[src/rtl/useq_pkg.sv]
package useq_pkg;

  localparam int NXT_W = 4;

  typedef enum logic [1:0] {
    NM_STEP  = 2'b00,
    NM_ABS   = 2'b01,
    NM_REL   = 2'b10,
    NM_SPARE = 2'b11
  } nxt_mode_e;

  typedef enum logic [1:0] {
    NC_ALWAYS  = 2'b00,
    NC_ZERO    = 2'b01,
    NC_CARRY   = 2'b10,
    NC_NONZERO = 2'b11
  } nxt_cond_e;

  typedef struct packed {
    logic zero;
    logic carry;
  } ccode_t;

  function automatic logic cond_met(input nxt_cond_e c, input ccode_t cc);
    logic r;
    case (c)
      NC_ALWAYS:  r = 1'b1;
      NC_ZERO:    r = cc.zero;
      NC_CARRY:   r = cc.carry;
      NC_NONZERO: r = ~cc.zero;
      default:    r = 1'b0;
    endcase
    return r;
  endfunction

endpackage

[src/rtl/useq_rst_sync.sv]
module useq_rst_sync #(
  parameter int STAGES = 2
) (
  input  logic clk,
  input  logic rst_n,
  output logic srst_n
);

  logic [STAGES-1:0] sr_q;
  logic [STAGES-1:0] sr_d;

  generate
    if (STAGES == 1) begin : g_one
      always_comb sr_d = 1'b1;
    end else begin : g_chain
      always_comb sr_d = {sr_q[STAGES-2:0], 1'b1};
    end
  endgenerate

  always_ff @(posedge clk or negedge rst_n) begin
    if (!rst_n) sr_q <= '0;
    else        sr_q <= sr_d;
  end

  assign srst_n = sr_q[STAGES-1];

endmodule

[src/rtl/useq_uir.sv]
module useq_uir #(
  parameter int WORD_W = 32,
  parameter int ADDR_W = 12
) (
  input  logic              clk,
  input  logic              arst_n,
  input  logic [WORD_W-1:0] fetch_word,
  input  logic [ADDR_W-1:0] fetch_pc,
  input  logic              squash,
  output logic [WORD_W-1:0] ir_word,
  output logic [ADDR_W-1:0] ir_pc,
  output logic              ir_valid
);

  logic [WORD_W-1:0] word_d;
  logic [ADDR_W-1:0] pc_d;
  logic              valid_d;

  // a squashed slot enters as an all-zero no-op
  always_comb begin
    word_d  = squash ? '0 : fetch_word;
    pc_d    = fetch_pc;
    valid_d = ~squash;
  end

  always_ff @(posedge clk or negedge arst_n) begin
    if (!arst_n) begin
      ir_word  <= '0;
      ir_pc    <= '0;
      ir_valid <= 1'b0;
    end else begin
      ir_word  <= word_d;
      ir_pc    <= pc_d;
      ir_valid <= valid_d;
    end
  end

endmodule

[src/rtl/useq_ccr.sv]
module useq_ccr
  import useq_pkg::*;
(
  input  logic   clk,
  input  logic   arst_n,
  input  logic   load_en,
  input  logic   zero_in,
  input  logic   carry_in,
  output ccode_t cc_q
);

  ccode_t cc_d;

  always_comb begin
    cc_d = cc_q;
    if (load_en) begin
      cc_d.zero  = zero_in;
      cc_d.carry = carry_in;
    end
  end

  always_ff @(posedge clk or negedge arst_n) begin
    if (!arst_n) cc_q <= '0;
    else         cc_q <= cc_d;
  end

endmodule

[src/rtl/useq_next_addr.sv]
module useq_next_addr
  import useq_pkg::*;
#(
  parameter int ADDR_W = 12
) (
  input  logic [ADDR_W-1:0] csar,
  input  logic [ADDR_W-1:0] exec_pc,
  input  logic [ADDR_W-1:0] exec_tgt,
  input  logic [NXT_W-1:0]  exec_nxt,
  input  logic              exec_valid,
  input  ccode_t            cc,
  output logic [ADDR_W-1:0] csar_next,
  output logic              taken
);

  nxt_mode_e         mode;
  nxt_cond_e         cond;
  logic              is_jump;
  logic [ADDR_W-1:0] target;

  always_comb begin
    mode      = nxt_mode_e'(exec_nxt[1:0]);
    cond      = nxt_cond_e'(exec_nxt[3:2]);
    is_jump   = (mode == NM_ABS) || (mode == NM_REL);
    taken     = exec_valid && is_jump && cond_met(cond, cc);
    target    = (mode == NM_REL) ? exec_pc + exec_tgt : exec_tgt;
    csar_next = taken ? target : csar + 1'b1;
  end

endmodule

[src/rtl/useq_pipe.sv]
module useq_pipe
  import useq_pkg::*;
#(
  parameter int CMD_W       = 16,
  parameter int ADDR_W      = 12,
  parameter int SYNC_STAGES = 2
) (
  input  logic                            clk,
  input  logic                            rst_n,
  output logic [ADDR_W-1:0]               cs_addr,
  input  logic [CMD_W+NXT_W+ADDR_W-1:0]   cs_data,
  output logic [CMD_W-1:0]                cmd,
  output logic                            cmd_valid,
  input  logic                            flag_zero,
  input  logic                            flag_carry
);

  localparam int WORD_W  = CMD_W + NXT_W + ADDR_W;
  localparam int NXT_LSB = ADDR_W;
  localparam int CMD_LSB = ADDR_W + NXT_W;

  logic              srst_n;
  logic [ADDR_W-1:0] csar_q;
  logic [ADDR_W-1:0] csar_d;
  logic              taken;
  logic [WORD_W-1:0] ir_word;
  logic [ADDR_W-1:0] ir_pc;
  logic              ir_valid;
  logic [CMD_W-1:0]  ir_cmd;
  logic [NXT_W-1:0]  ir_nxt;
  logic [ADDR_W-1:0] ir_tgt;
  ccode_t            cc;

  useq_rst_sync #(.STAGES(SYNC_STAGES)) u_rst (
    .clk    (clk),
    .rst_n  (rst_n),
    .srst_n (srst_n)
  );

  // fetch stage: CSAR
  always_ff @(posedge clk or negedge srst_n) begin
    if (!srst_n) csar_q <= '0;
    else         csar_q <= csar_d;
  end

  // execute stage: micro-instruction register
  useq_uir #(.WORD_W(WORD_W), .ADDR_W(ADDR_W)) u_uir (
    .clk        (clk),
    .arst_n     (srst_n),
    .fetch_word (cs_data),
    .fetch_pc   (csar_q),
    .squash     (taken),
    .ir_word    (ir_word),
    .ir_pc      (ir_pc),
    .ir_valid   (ir_valid)
  );

  always_comb begin
    ir_cmd = ir_word[CMD_LSB +: CMD_W];
    ir_nxt = ir_word[NXT_LSB +: NXT_W];
    ir_tgt = ir_word[ADDR_W-1:0];
  end

  useq_ccr u_ccr (
    .clk      (clk),
    .arst_n   (srst_n),
    .load_en  (ir_valid),
    .zero_in  (flag_zero),
    .carry_in (flag_carry),
    .cc_q     (cc)
  );

  useq_next_addr #(.ADDR_W(ADDR_W)) u_nxt (
    .csar       (csar_q),
    .exec_pc    (ir_pc),
    .exec_tgt   (ir_tgt),
    .exec_nxt   (ir_nxt),
    .exec_valid (ir_valid),
    .cc         (cc),
    .csar_next  (csar_d),
    .taken      (taken)
  );

  assign cs_addr   = csar_q;
  assign cmd       = ir_cmd;
  assign cmd_valid = ir_valid;

endmodule

[config.mk]
export PLATFORM = sky130hd
export DESIGN_NAME = useq_pipe
export DESIGN_NICKNAME = d
export VERILOG_FILES = /design/src/rtl/useq_pkg.sv /design/src/rtl/useq_rst_sync.sv /design/src/rtl/useq_uir.sv /design/src/rtl/useq_ccr.sv /design/src/rtl/useq_next_addr.sv /design/src/rtl/useq_pipe.sv
export SDC_FILE = /design/constraint.sdc
export NUM_CORES = 1
export LEC_CHECK = 0
export ABC_AREA = 1
export BUFFER_PORTS_ARGS = -buffer_cell sky130_fd_sc_hd__buf_2
export CAP_MARGIN = 10
export CORE_AREA = 10 10 84 86
export DETAILED_ROUTE_END_ITERATION = 8
export DIE_AREA = 0 0 94 96
export HOLD_SLACK_MARGIN = 0.12
export PLACE_DENSITY = 0.81
export SLEW_MARGIN = 20
export SYNTH_ARGS = -nofsm -noshare
export SYNTH_HDL_FRONTEND = slang
export SYNTH_SLANG_ARGS = --single-unit
export TNS_END_PERCENT = 20
[constraint.sdc]
create_clock -name clk -period 3.6 [get_ports clk]
set_input_delay 0.54 -clock clk [delete_from_list [all_inputs] [get_ports clk]]
set_output_delay 0.54 -clock clk [all_outputs]
set_load 0.005 [all_outputs]
==> results.txt, run 1 <==
The share of the clock period used by the worst path is 0.529, and the number of placement rows is 27. The tools report the number of I/O pins as 65. Fraction of the yosys area taken by sequential cells: 0.495.

The detail route stage leaves a number of antenna-violating nets equal to 0. The tightest slew margin relative to the limit is 0.539. Based on the critical path, the design can be clocked at up to 0.525 GHz. The delay of the slowest cell on the worst path is 0.52 ns, and the area of the mapped netlist is 3080 um^2. After synthesis, the mean cell area works out to 8.16 um^2.

The die covers 9020 um^2. The HPWL reported at the end of detailed placement is 5020 um. Counting along the longest clock path gives a buffer depth of 2. The run gives 2,575 as the via count of the first global-routing pass. The post-layout utilization of the core is 0.667, and the clock-pin slew of the registers on the worst-case setup and hold paths is 0.07 ns. The H-tree was split into 3 levels. At the placement stage, the worst setup path has a slack of 1.75 ns. The tools report the slack of the critical path as 1.70 ns. Entering global routing, the biggest net connects 40 pins. The register share of total power came out at 0.327. The critical path is of the flop to flop type. For the first-pass iteration count of the detailed router, the log shows 5. The overall overflow remaining after global route was 0; the placer's final routability congestion estimate was 0.837. The share of layout cells above drive strength 1 is 0.192, and the antenna diode count is 0. The largest area contributor in the netlist was dfrtp_1. The post-synthesis to final-layout area growth came out at 16.9%. Summed over all nets, the switching power comes to 0.00158 W. The clock drives 61 sinks. Clock skew on the completed layout was measured at 0.00833 ns. For the core box area, the log shows 5410 um^2. For the count of cell types in the netlist, the log shows 26.

At the worst endpoint, the arrival time is 2.17 ns. Ranked by total cell area, the synthesized netlist is headed by dfrtp_1 50%, nand2_1 9.9%, inv_1 8.2%. Across the run, the number of max-cap violations was 0. Across the VDD grid, the largest voltage drop is 0.000510 V. Cell internal power was estimated by the tool at 0.00218 W. In this run, the number of DRC markers left after iteration 0 of detailed routing was 157. Clock tree synthesis inserted a total of 9 buffers. The tools report the launching instance or port of the critical path as u_uir.ir_word[12]. Most instantiated flip-flop cell in the synthesis netlist: dfrtp_1. The worst hold path belongs to the class flop to async pin. TritonCTS built the clock tree. For this design the ratio of total power to cell area is 1040 nW/um^2. The number of synthesized flops with an enable pin was 0; the slew at the pin closest to its max-slew limit was 0.691 ns.

The number of antenna violations at the first check in global routing was 0. The die is 94 um wide. The first global-routing pass estimated 11,800 um of wire. The fraction of synthesis flops using an asynchronous set or reset pin is 1.00, and the total via count in the routed design is 2,519. The final max-slew violation count was 0. After filler insertion, the fill cell instance count of the layout stands at 415. For this run, design rule violations remaining after detail routing come to 0. The number of buffer cells added on primary ports works out to 64. In the final routed layout, each cell accounts on average for 13.8 um.

The clock latency on the worst-skew pair is 0.34 ns. Counting every net in the synthesized netlist gives 428. The share of total power consumed by net switching was 0.419.

Across all register-to-register paths, the minimum setup slack is 1.70 ns. Synthesis handed over a netlist of 378 instances. The leakage power figure came out at 2.06 nW.

The critical path goes through inv_1, ha_1, nor2_1, nand2_4, inv_2, o211ai_1, nand2_1. The root buffer cell chosen for the clock tree is clkbuf_8. The worst register-to-register path begins at u_uir.ir_word[12]. Post-CTS timing repair inserted 0 buffers for setup. Setup total negative slack on the finished layout was measured at 0 ns. Of all nets on the critical path, the largest fanout is 39.

The logs give 0.207 for the part of the power in the clock network and 1 for the number of hold buffers added after cts. The number of cells on the worst reg-to-reg path is 7. Among all stages on the critical path, the largest delay is contributed by inv_2.

The endpoint identified for the worst register-to-register timing path is cs_addr[1]. For the initial cell density of the core, the log shows 0.570. The synthesized design contains 61 register bits.

The clock period could shrink to 1.90 ns. The worst setup path is launched from a flop. Using the TritonRoute via totals, the vias-per-cell ratio works out to 4.95. For the worst setup path, the data required time is 3.87 ns.

STA classifies the critical path endpoint as a flop. Setup repair after global routing left no endpoint under its margin. The tools report the combinational share of power as 0.467. The overall global routing resource usage came out at 0.166. The vertical die dimension was 96 um. The run finished with clean final reports.

For the count of nets after finishing, the log shows 482. Setup violations remaining at the end of the flow were counted as 0. The share of the synthesized area in the top cell type came out at 0.495. The tools report the number of endpoints with negative hold slack in the final report as 0. During synthesis, Yosys emitted a total of 0 warnings. The logs give 7020 um for the total wire length and 0 for the number of resized instances in the post-cts repair step.
worst max path at each step:
stage | end | depth (start not counted)
floorplan | cs_addr[0] | 0
global placement | cs_addr[3] | 6
detailed placement | cs_addr[3] | 6
CTS | cs_addr[1] | 7
global route | cs_addr[8] | 11
finish | cs_addr[1] | 7
worst max-delay path: cells and delay by family (launching register included):
family / cells / cell delay (ns)
buffers and inverters: 2 / 0.56
AND/OR/NAND/NOR: 3 / 0.45
flip-flops: 1 / 0.33
adder cells (fa/ha/maj): 1 / 0.28
AO/OA/AOI/OAI: 1 / 0.20
per-stage QoR:
step | hold WS (ns) | instance area, um^2 | total power [W] | cells
3_5_place_dp | 0.245 | 3340 | 0.00295 | 492
4_1_cts | 0.256 | 3600 | 0.00377 | 509
3_3_place_gp | 0.241 | 3340 | 0.00289 | 492
5_1_grt | 0.283 | 3600 | 0.00409 | 509
2_1_floorplan | 0.244 | 3080 | 0.00260 | 378
6_report | 0.236 | 3600 | 0.00376 | 509
power by group through the flow:
stage               Sequential (W)  Combinational [W]  Clock [W]
floorplan                  0.00119            0.00141          0
global placement           0.00122            0.00167          0
detailed placement         0.00123            0.00172          0
CTS                        0.00123            0.00176   0.000783
global route               0.00126            0.00202   0.000820
finish                     0.00123            0.00175   0.000776
placed cells by master, fill, tap and decap left out:
cell type / netlist / final
nor2_1: 64 / 64
buf_2: 4 / 64
nand3b_1: 1 / 1
clkbuf_8: 0 / 12
dlygate4sd3_1: 0 / 1
nand2_4: 1 / 1
bufinv_16: 0 / 3
conb_1: 1 / 1
inv_1: 67 / 67
a21oi_1: 6 / 6
fa_1: 1 / 1
nand3_1: 23 / 23
dfrtp_2: 0 / 1
o21ai_1: 1 / 1
buf_4: 16 / 1
nor4_1: 1 / 1
xor2_1: 8 / 8
o21ai_0: 11 / 11
dfrtp_1: 61 / 60
nor3_2: 1 / 1
a21o_1: 1 / 1
clkbuf_1: 1 / 1
nand2_1: 81 / 81
xnor2_1: 5 / 5
nand4_1: 4 / 4
o211ai_1: 1 / 1
ha_1: 13 / 13
inv_2: 1 / 1
nor3_1: 2 / 2
flip-flops by register name, summed over array words and instances, names as in the netlist:
name	cells
u_uir.ir_word	32
cs_addr	12
u_uir.ir_pc	12
u_ccr.cc_q	2
u_rst.sr_q	2
u_uir.ir_valid	1
final cells by class:
cell class / count / area (um^2) / share of cell area
timing repair buffer: 66 / 338 / 0.0937
inverter: 68 / 255 / 0.0708
multi-input combinational: 226 / 1130 / 0.315
tap: 72 / 90.1 / 0.0250
clock buffer: 13 / 169 / 0.0469
clock inverter: 3 / 90.1 / 0.0250
sequential: 61 / 1530 / 0.424
synthesized netlist by cell type, drive strengths merged (3+ instances only):
cell,number
a21oi,6
xnor2,5
buf,22
o21ai,12
dfrtp,61
nand3,23
nor2,64
nand4,4
xor2,8
nor3,3
ha,13
inv,68
nand2,82
logic make-up after synthesis:
family / after synthesis / synth area share
other cells: 1 / 0.00122
buf+inv: 91 / 0.137
fa+ha+maj: 14 / 0.0593
flops: 61 / 0.495
xor+xnor: 13 / 0.0369
simple gates: 178 / 0.237
compound gates: 20 / 0.0341
routing by layer:
| layer | vias up | routed length [um] | GRT usage |
|---|---|---|---|
| li1 | 1233 | - | - |
| met1 | 1161 | 2790 | 0.184 |
| met2 | 106 | 3500 | 0.283 |
| met3 | 19 | 588 | 0.0599 |
| met4 | 0 | 148 | 0.0684 |
| met5 | - | 0 | 0 |
(Power assumes the default switching activity.)
==> inputs of run 2 (changes only) <==
ABC_AREA = 0   (was 1)
CORE_AREA = 10 10 85 87   (was 10 10 84 86)
DIE_AREA = 0 0 95 97   (was 0 0 94 96)
PLACE_DENSITY = 0.74   (was 0.81)
clock period = 1.92 ns   (was 3.6 ns; I/O delays follow)
==> run 2 against run 1 <==
  * The flow now finishes with violations (negative setup slack)
  * Clock power rose by 35%
  * Register-to-register slack lost 1.8 ns
  * Sequential power grew 93%
  * Combinational power rose by 130%
  * Sequential cell count is the same
  * Final area fell by 1.7%
  * Fmax shrank 6.6%
  * Power rose by 96%
  * Sequential share of layout area increased by 0.72 points
  * Via count shrank 20%
  * Core utilization decreased by 1.9 points
  * Non-clock buffer count is 14 higher
  * Largest cell class unchanged
==> results.txt, run 2 <==
The flow ran to the end, but the final reports show violations. The final reports fail on negative setup slack. In this run the horizontal extent of the chip is 95 um.

The finished cells cover 3540 um^2. Worst hold slack after final layout: 0.148 ns. The via density per instance works out to 5.03. The tools report the wire length of the first global-routing pass as 10,400 um. The top cell types in the final layout, fill and taps aside, are 64 x buf_2, 60 x dfrtp_1, 33 x nor2b_1.

The xor/xnor cell area share of the yosys netlist was 0.0523; the maximum fanout encountered on the critical timing path was 3. Dividing total power by cell area gives a power density of 2080 nW/um^2. The tools report the number of antenna violations at the first check in global routing as 0. The worst register-to-register path has a setup slack of -0.12 ns. The share of the clock period used by the worst path works out to 1.06. The run gives 82 as the initial DRC count. TritonCTS built the clock tree.

In the routed design, unresolved DRC markers number 0. The register with the most flip-flops in the layout has 32 of them. For the count of yosys warnings during synthesis, the log shows 0. The via count of the first global-routing pass is 2,156. The critical path class was flop to flop. The type of element launching the critical path was a flop. The root buffer cell chosen for the clock tree is clkbuf_8.

The count of buffering cells on the critical path with inverters included works out to 1. For this design the static power due to leakage is 1.66 nW. The run gives 0.819 as the placer's final routability congestion estimate. The most instantiated flip-flop cell in the synthesis netlist was dfrtp_1. Ranked by total cell area, the synthesized netlist is headed by dfrtp_1 54%, nor2b_1 7.5%, ha_1 5.7%. The delay of the slowest cell on the worst path is 0.36 ns, and the HPWL reported at the end of detailed placement is 4480 um. After the last flow step, the layout net total stands at 372. After clock tree synthesis, the clock-pin slew on the worst setup and hold paths is 0.08 ns. The run gives -0.118 ns as the slack of the critical path.

Data on the critical path is required at its endpoint by 2.15 ns. Post-synthesis to final-layout area growth: 24.5%. Traced cell by cell, the critical path runs through ha_2, inv_2, fa_2, nor2b_2, o21ai_2, a211oi_2, o21bai_1, a21oi_2, xnor2_1, a31oi_1. Number of I/O pins: 65. STA classifies the critical path endpoint as a flop. The final max-slew violation count is 0.

The number of synthesized flops with an enable pin is 0, and the worst clock skew is 0.0103 ns. Post-route minimum period: 2.04 ns. Derived from the worst setup path, the maximum achievable clock frequency is 0.491 GHz.

The core region is 5470 um^2. Synthesized netlist cell count: 253. In this run, distinct cell masters in the synthesized netlist total 42. The per-instance average area after synthesis is 11.3 um^2, and the number of buffer cells added on primary ports is 64. The worst-case IR drop observed on VDD is 0.00117 V. Vertical die dimension: 97 um. Setup repair after global routing could not meet its margin everywhere. After detailed placement, the design holds a cell count of 380. The overall overflow remaining after global route came out at 0. After the flow finishes, the layout carries non-filler instances totaling 399. The fraction of the yosys area taken by sequential cells is 0.536, and the post-layout utilization of the core is 0.648. In this run the number of H-tree levels came out at 3. For this run, the detailed router's first-pass iteration total came to 4. At the worst endpoint, the arrival time is 2.27 ns. The number of sinks on the clock net came out at 61.

The routed wirelength normalized by instance count works out to 15.7 um. Entering global routing, the biggest net connects 54 pins. The area fraction in compound gates after synthesis was 0.0985. The tools report the antenna diode count as 0. The count of nets left with antenna violations once routing finished came out at 0.

The post-synthesis net count was 303; the number of violations of the max-capacitance limit was 0. The share of the synthesized area in the top cell type is 0.536. Setup violations remaining at the end of the flow were counted as 3. The die covers 9220 um^2.

The adder and majority gate portion of the synthesized area was 0.0642. By count the netlist is led by 61 x dfrtp_1, 34 x nor2b_1, 17 x a21oi_1, 17 x nor2_1, 16 x buf_4. Kind of cell with the highest combined delay on the critical path: compound AO/OA/AOI/OAI gates.

Most common cell after layout, fill and taps aside: buf_2. Summed over all failing endpoints, the final setup total negative slack is -0.275 ns. Clock latency on the worst-skew pair: 0.35 ns. In this run the core area contains 27 standard-cell rows.

Summing over every cut layer, the via total after detailed routing is 2,005. The register name with the most flops was u_uir.ir_word. The overall global routing resource usage is 0.143. The fraction of synthesis flops using an asynchronous set or reset pin was 1.00; the total CTS buffers was 9. For the instance area after placement, the log shows 3250 um^2. Initial cell density of the core: 0.520. Number of endpoints with negative hold slack in the final report: 0. The most common cell in the synthesized netlist is dfrtp_1.

The main combinational cell family by area after synthesis is simple AND/OR/NAND/NOR gates. Synthesis inferred 61 register bits. The share of layout cells above drive strength 1 works out to 0.364. After synthesis the cells add up to 2850 um^2. The simple-gate area share of the yosys netlist came out at 0.156. Largest area contributor in the netlist: dfrtp_1. The longest clock path from root to sink contains 2 buffers. The total wire length is 6250 um.

On the critical path, the stage with the largest delay is an instance of dfrtp_1. The share of synthesized area spent on multiplexers came out at 0.0295. The worst hold path belongs to the class primary input to flop.

The number of filler cells placed in the layout is 469.
==> run 2: layout make-up <==
type                    instances  area (um^2)  share of cell area
clock buffers                   9          124              0.0349
clock inverters                 7         58.8              0.0166
inverters                       8         30.0             0.00847
multi-input cells             162         1250               0.352
flip-flops and latches         61         1530               0.431
well taps                      72         90.1              0.0254
repair buffers                 80          468               0.132
==> run 2: cell families (layout without fill, tap and decap cells) <==
| kind of cell | count (synthesis) | after routing |
|---|---|---|
| AO/OA/AOI/OAI | 42 | 42 |
| buffers and inverters | 30 | 104 |
| flip-flops | 61 | 61 |
| multiplexers | 8 | 8 |
| XOR/XNOR | 17 | 17 |
| other | 1 | 1 |
| AND/OR/NAND/NOR | 80 | 80 |
| adder cells (fa/ha/maj) | 14 | 14 |
==> run 2: worst reg2reg max path: cells and delay by family, from the launching register on <==
family                     cells  cell delay, ns
and+or+nand+nor                1            0.13
adders and majority gates      2            0.54
AOI/OAI and AO/OA              5            0.72
buffers and inverters          1            0.05
DFF                            1            0.36
xor gates and xnor gates       1            0.13
==> run 2: per-stage QoR <==
| stage | setup slack (ns) | power [W] |
|---|---|---|
| 3_5_place_dp | -0.157 | 0.00598 |
| 4_1_cts | -0.104 | 0.00711 |
| 3_3_place_gp | -0.0870 | 0.00585 |
| 5_1_grt | -0.289 | 0.00804 |
| 2_1_floorplan | -0.0221 | 0.00491 |
| 6_report | -0.118 | 0.00737 |
==> run 2: path summary, 6_finish.rpt <==
check | start | endpoint | depth (start not counted)
setup reg to reg | u_uir.ir_word[0] | cs_addr[10] | 10
hold / removal | cs_data[12] | u_uir.ir_word[12] | 2
setup / recovery | u_uir.ir_word[0] | cs_addr[10] | 10
hold reg to reg | u_rst.sr_q[1] | u_uir.ir_word[24] | 0
min in group asynchronous | u_rst.sr_q[1] | u_uir.ir_word[24] | 0
max in group asynchronous | u_rst.sr_q[1] | u_uir.ir_word[4] | 1
==> run 2: where the power goes <==
| part | switching, W | internal (W) |
|---|---|---|
| logic | 0.00202 | 0.00193 |
| registers | 0.000447 | 0.00192 |
| clock network | 0.000568 | 0.000484 |
| total | 0.00303 | 0.00434 |
==> run 2: per-layer routing <==
layer	up-vias	track usage	share of wire
met5	-	0	0
met3	11	0.0524	0.044
met1	975	0.166	0.41
li1	979	-	-
met4	0	0.0686	0.021
met2	40	0.227	0.52
==> run 2: timing repair <==
item | in CTS | in global routing
resized for setup | 2 | 15
pin swaps | 8 | 16
endpoints found under the setup margin | 6 | 8
setup buffers | 1 | 1
hold buffers | 1 | 0
endpoints found under the hold margin | 2 | 0
==> inputs of run 3 (changes only) <==
ABC_AREA = not set   (was 0)
BUFFER_PORTS_ARGS = not set   (was -buffer_cell sky130_fd_sc_hd__buf_2)
CORE_AREA = 10 10 80 82   (was 10 10 85 87)
DIE_AREA = 0 0 90 92   (was 0 0 95 97)
DONT_BUFFER_PORTS = 1   (was not set)
PLACE_DENSITY = 0.73   (was 0.74)
==> run 3 against run 2 <==
  * Die area is 10% lower
  * Combinational power is 11% lower
  * Fmax is 0.32% higher
  * Setup slack better by 0.0065 ns
  * Core utilization is 7.1 points higher
  * Highest routed layer unchanged
  * Routed wire length is 3.6% lower
  * Worst hold slack better by 0.038 ns
  * Power is 5.4% lower
  * Critical path depth is 1 lower
  * The run still ends with negative setup slack left
  * Non-clock buffer count is 28 lower
==> results.txt, run 3 (synthesis gave the netlist of run 2 again) <==
The tools report the wire length of the first global-routing pass as 10,600 um. Summing over every cut layer, the via total after detailed routing is 1,928. The critical path class was flop to flop. Excluding fillers, the count of instances in the completed layout stands at 369. The post-layout utilization of the core was 0.718. After routing the design area is 3530 um^2. Derived from the worst setup path, the maximum achievable clock frequency is 0.492 GHz. The area growth from synthesis to layout is 24.0%.

The root buffer cell chosen for the clock tree is clkbuf_8. Once detailed placement completed, the half-perimeter wirelength came to 4100 um. The worst voltage drop across the vdd grid was 0.00126 V. The register with the most flip-flops in the layout has 32 of them. The clock latency on the worst-skew pair was 0.34 ns. The logs give 26 for the number of placement rows and 54 for the maximum number of pins on one net before global-route repair. The delay of the slowest cell on the worst path came out at 0.42 ns. The share of layout cells above drive strength 1 is 0.181, and the buffer depth of the longest clock path is 2. The number of filler cells placed in the layout is 344.

In this run the number of H-tree levels came out at 3. Dividing the detail-routed via count by the number of cells gives 5.22. Dividing total power by cell area gives a power density of 1980 nW/um^2. The first routing iteration left 58 violations.

The number of buffer cells added on primary ports works out to 0. The via count of the first global-routing pass is 2,139. The run finished, with violations left.

For the number of antenna violations at the first check in global routing, the log shows 0. On the final layout, the worst hold slack is 0.186 ns. For the setup slack at placement, the log shows -0.148 ns.

The first-pass iteration count of the detailed router was 4. The region available for standard cell placement spans 4910 um^2. After detailed routing, the total wire length is 6030 um. Share of the clock period used by the worst path: 1.06. The logs give 2.13 ns for the data required time at the worst endpoint and 0 for the number of endpoints with negative hold slack in the final report. The min-delay analysis places its worst path in the category primary input to async pin.

The run gives -0.111 ns as the slack of the critical path. The most common cell after layout, fill and taps aside is dfrtp_1. STA classifies the critical path endpoint as a flop. The die extent in x is 90 um, and the number of sinks on the clock net is 61. The final max-slew violation count came out at 0. Setup violations remaining at the end of the flow were counted as 3.

Instance area after placement: 2930 um^2. The final reports fail on negative setup slack. The number of clock buffers added by TritonCTS is 9. Clock-pin slew was measured on the worst setup and hold paths at 0.07 ns. For this design the static power due to leakage is 1.55 nW. The routed wirelength normalized by instance count is 16.3 um. STA classifies the critical path startpoint as a flop. The floorplan step set the die height to 92 um. The overall global routing resource usage was 0.158; the number of I/O pins was 65. The run gives 0 as the overall overflow remaining after global route. Of all nets on the critical path, the largest fanout is 3.

Across the run, the number of max-cap violations was 0. The placer's final routability congestion estimate is 0.810, and the count of nets after finishing is 344. For the worst setup path, the data arrival time is 2.24 ns. Registers take 1530 um^2. The initial cell density of the core came out at 0.579. Across the routed clock network, the largest skew measured is 0.00644 ns.

On the critical path, the stage with the largest delay is an instance of dfrtp_1. More flip-flops sit in one register than any other, and that register is u_uir.ir_word. The die covers 8280 um^2. Setup repair after global routing could not meet its margin everywhere. The run gives 0 as the count of antenna-violating nets left after detailed routing.

TritonCTS built the clock tree. For this run, design rule violations remaining after detail routing come to 0. Subtracting the final worst setup slack from the clock period gives 2.03 ns. The number of antenna diodes in the final layout is 0. Walking the worst path, the cells encountered are inv_1, fa_2, nor2b_2, o21ai_2, a211oi_2, o21bai_1, a21oi_2, xnor2_1, a31oi_1. The top cell types in the final layout, fill and taps aside, are 60 x dfrtp_1, 35 x dlygate4sd3_1, 33 x nor2b_1. Summing all multi-input logic gate instances after layout gives 1220 um^2. The number of instances in the placed design was 317. Measured in cells, the most critical reg-to-reg path has a length of 9.
## run 3: final timing paths
| check | from | endpoint | slack, ns |
|---|---|---|---|
| max in group asynchronous | u_rst.sr_q[1] | cs_addr[6] | 1.31 |
| max reg2reg | u_uir.ir_word[1] | cs_addr[10] | -0.11 |
| min in group clk | u_rst.sr_q[0] | u_rst.sr_q[1] | 0.36 |
| max | u_uir.ir_word[1] | cs_addr[10] | -0.11 |
| min | rst_n | u_rst.sr_q[0] | 0.19 |
| min reg2reg | u_rst.sr_q[1] | u_uir.ir_word[18] | 0.26 |
## run 3: area by class of cell
cell class	count	area share
well taps	70	0.0248
repair buffers	52	0.139
clock buffers	9	0.0351
inverters	8	0.00851
flip-flops and latches	61	0.433
clock inverters	7	0.0145
multi-input cells	162	0.345
## run 3: metrics by stage
stage / power [W] / TNS, ns
2_1_floorplan: 0.00491 / -0.0320
3_3_place_gp: 0.00560 / -0.357
3_5_place_dp: 0.00569 / -0.477
4_1_cts: 0.00684 / -0.250
5_1_grt: 0.00764 / -1.01
6_report: 0.00697 / -0.284
## run 3: worst max-delay path, delay by kind of cell, from the launching register on
family          cells  cell delay, ns
compound gates      5            0.70
flops               1            0.42
fa+ha+maj           1            0.42
simple gates        1            0.14
xor+xnor            1            0.13
buf+inv             1            0.11
## run 3: timing repair
item / CTS / global route
hold endpoints to repair: 36 / 0
hold buffers: 35 / 0
resized for setup: 2 / 10
setup buffers: 1 / 0
setup endpoints to repair: 6 / 8
pin swaps: 9 / 5
## run 3: per-layer routing
metal	track usage	share of wire	vias up
met1	0.173	0.41	957
met4	0.0650	0.011	0
li1	-	-	920
met3	0.0644	0.061	7
met2	0.268	0.52	44
met5	0	0	-
## run 3: report_power, final
part | switching (W) | total (W) | internal (W)
sequential | 0.000526 | 0.00245 | 0.00192
combinational | 0.00181 | 0.00353 | 0.00172
clock | 0.000524 | 0.000994 | 0.000471
total | 0.00285 | 0.00697 | 0.00411
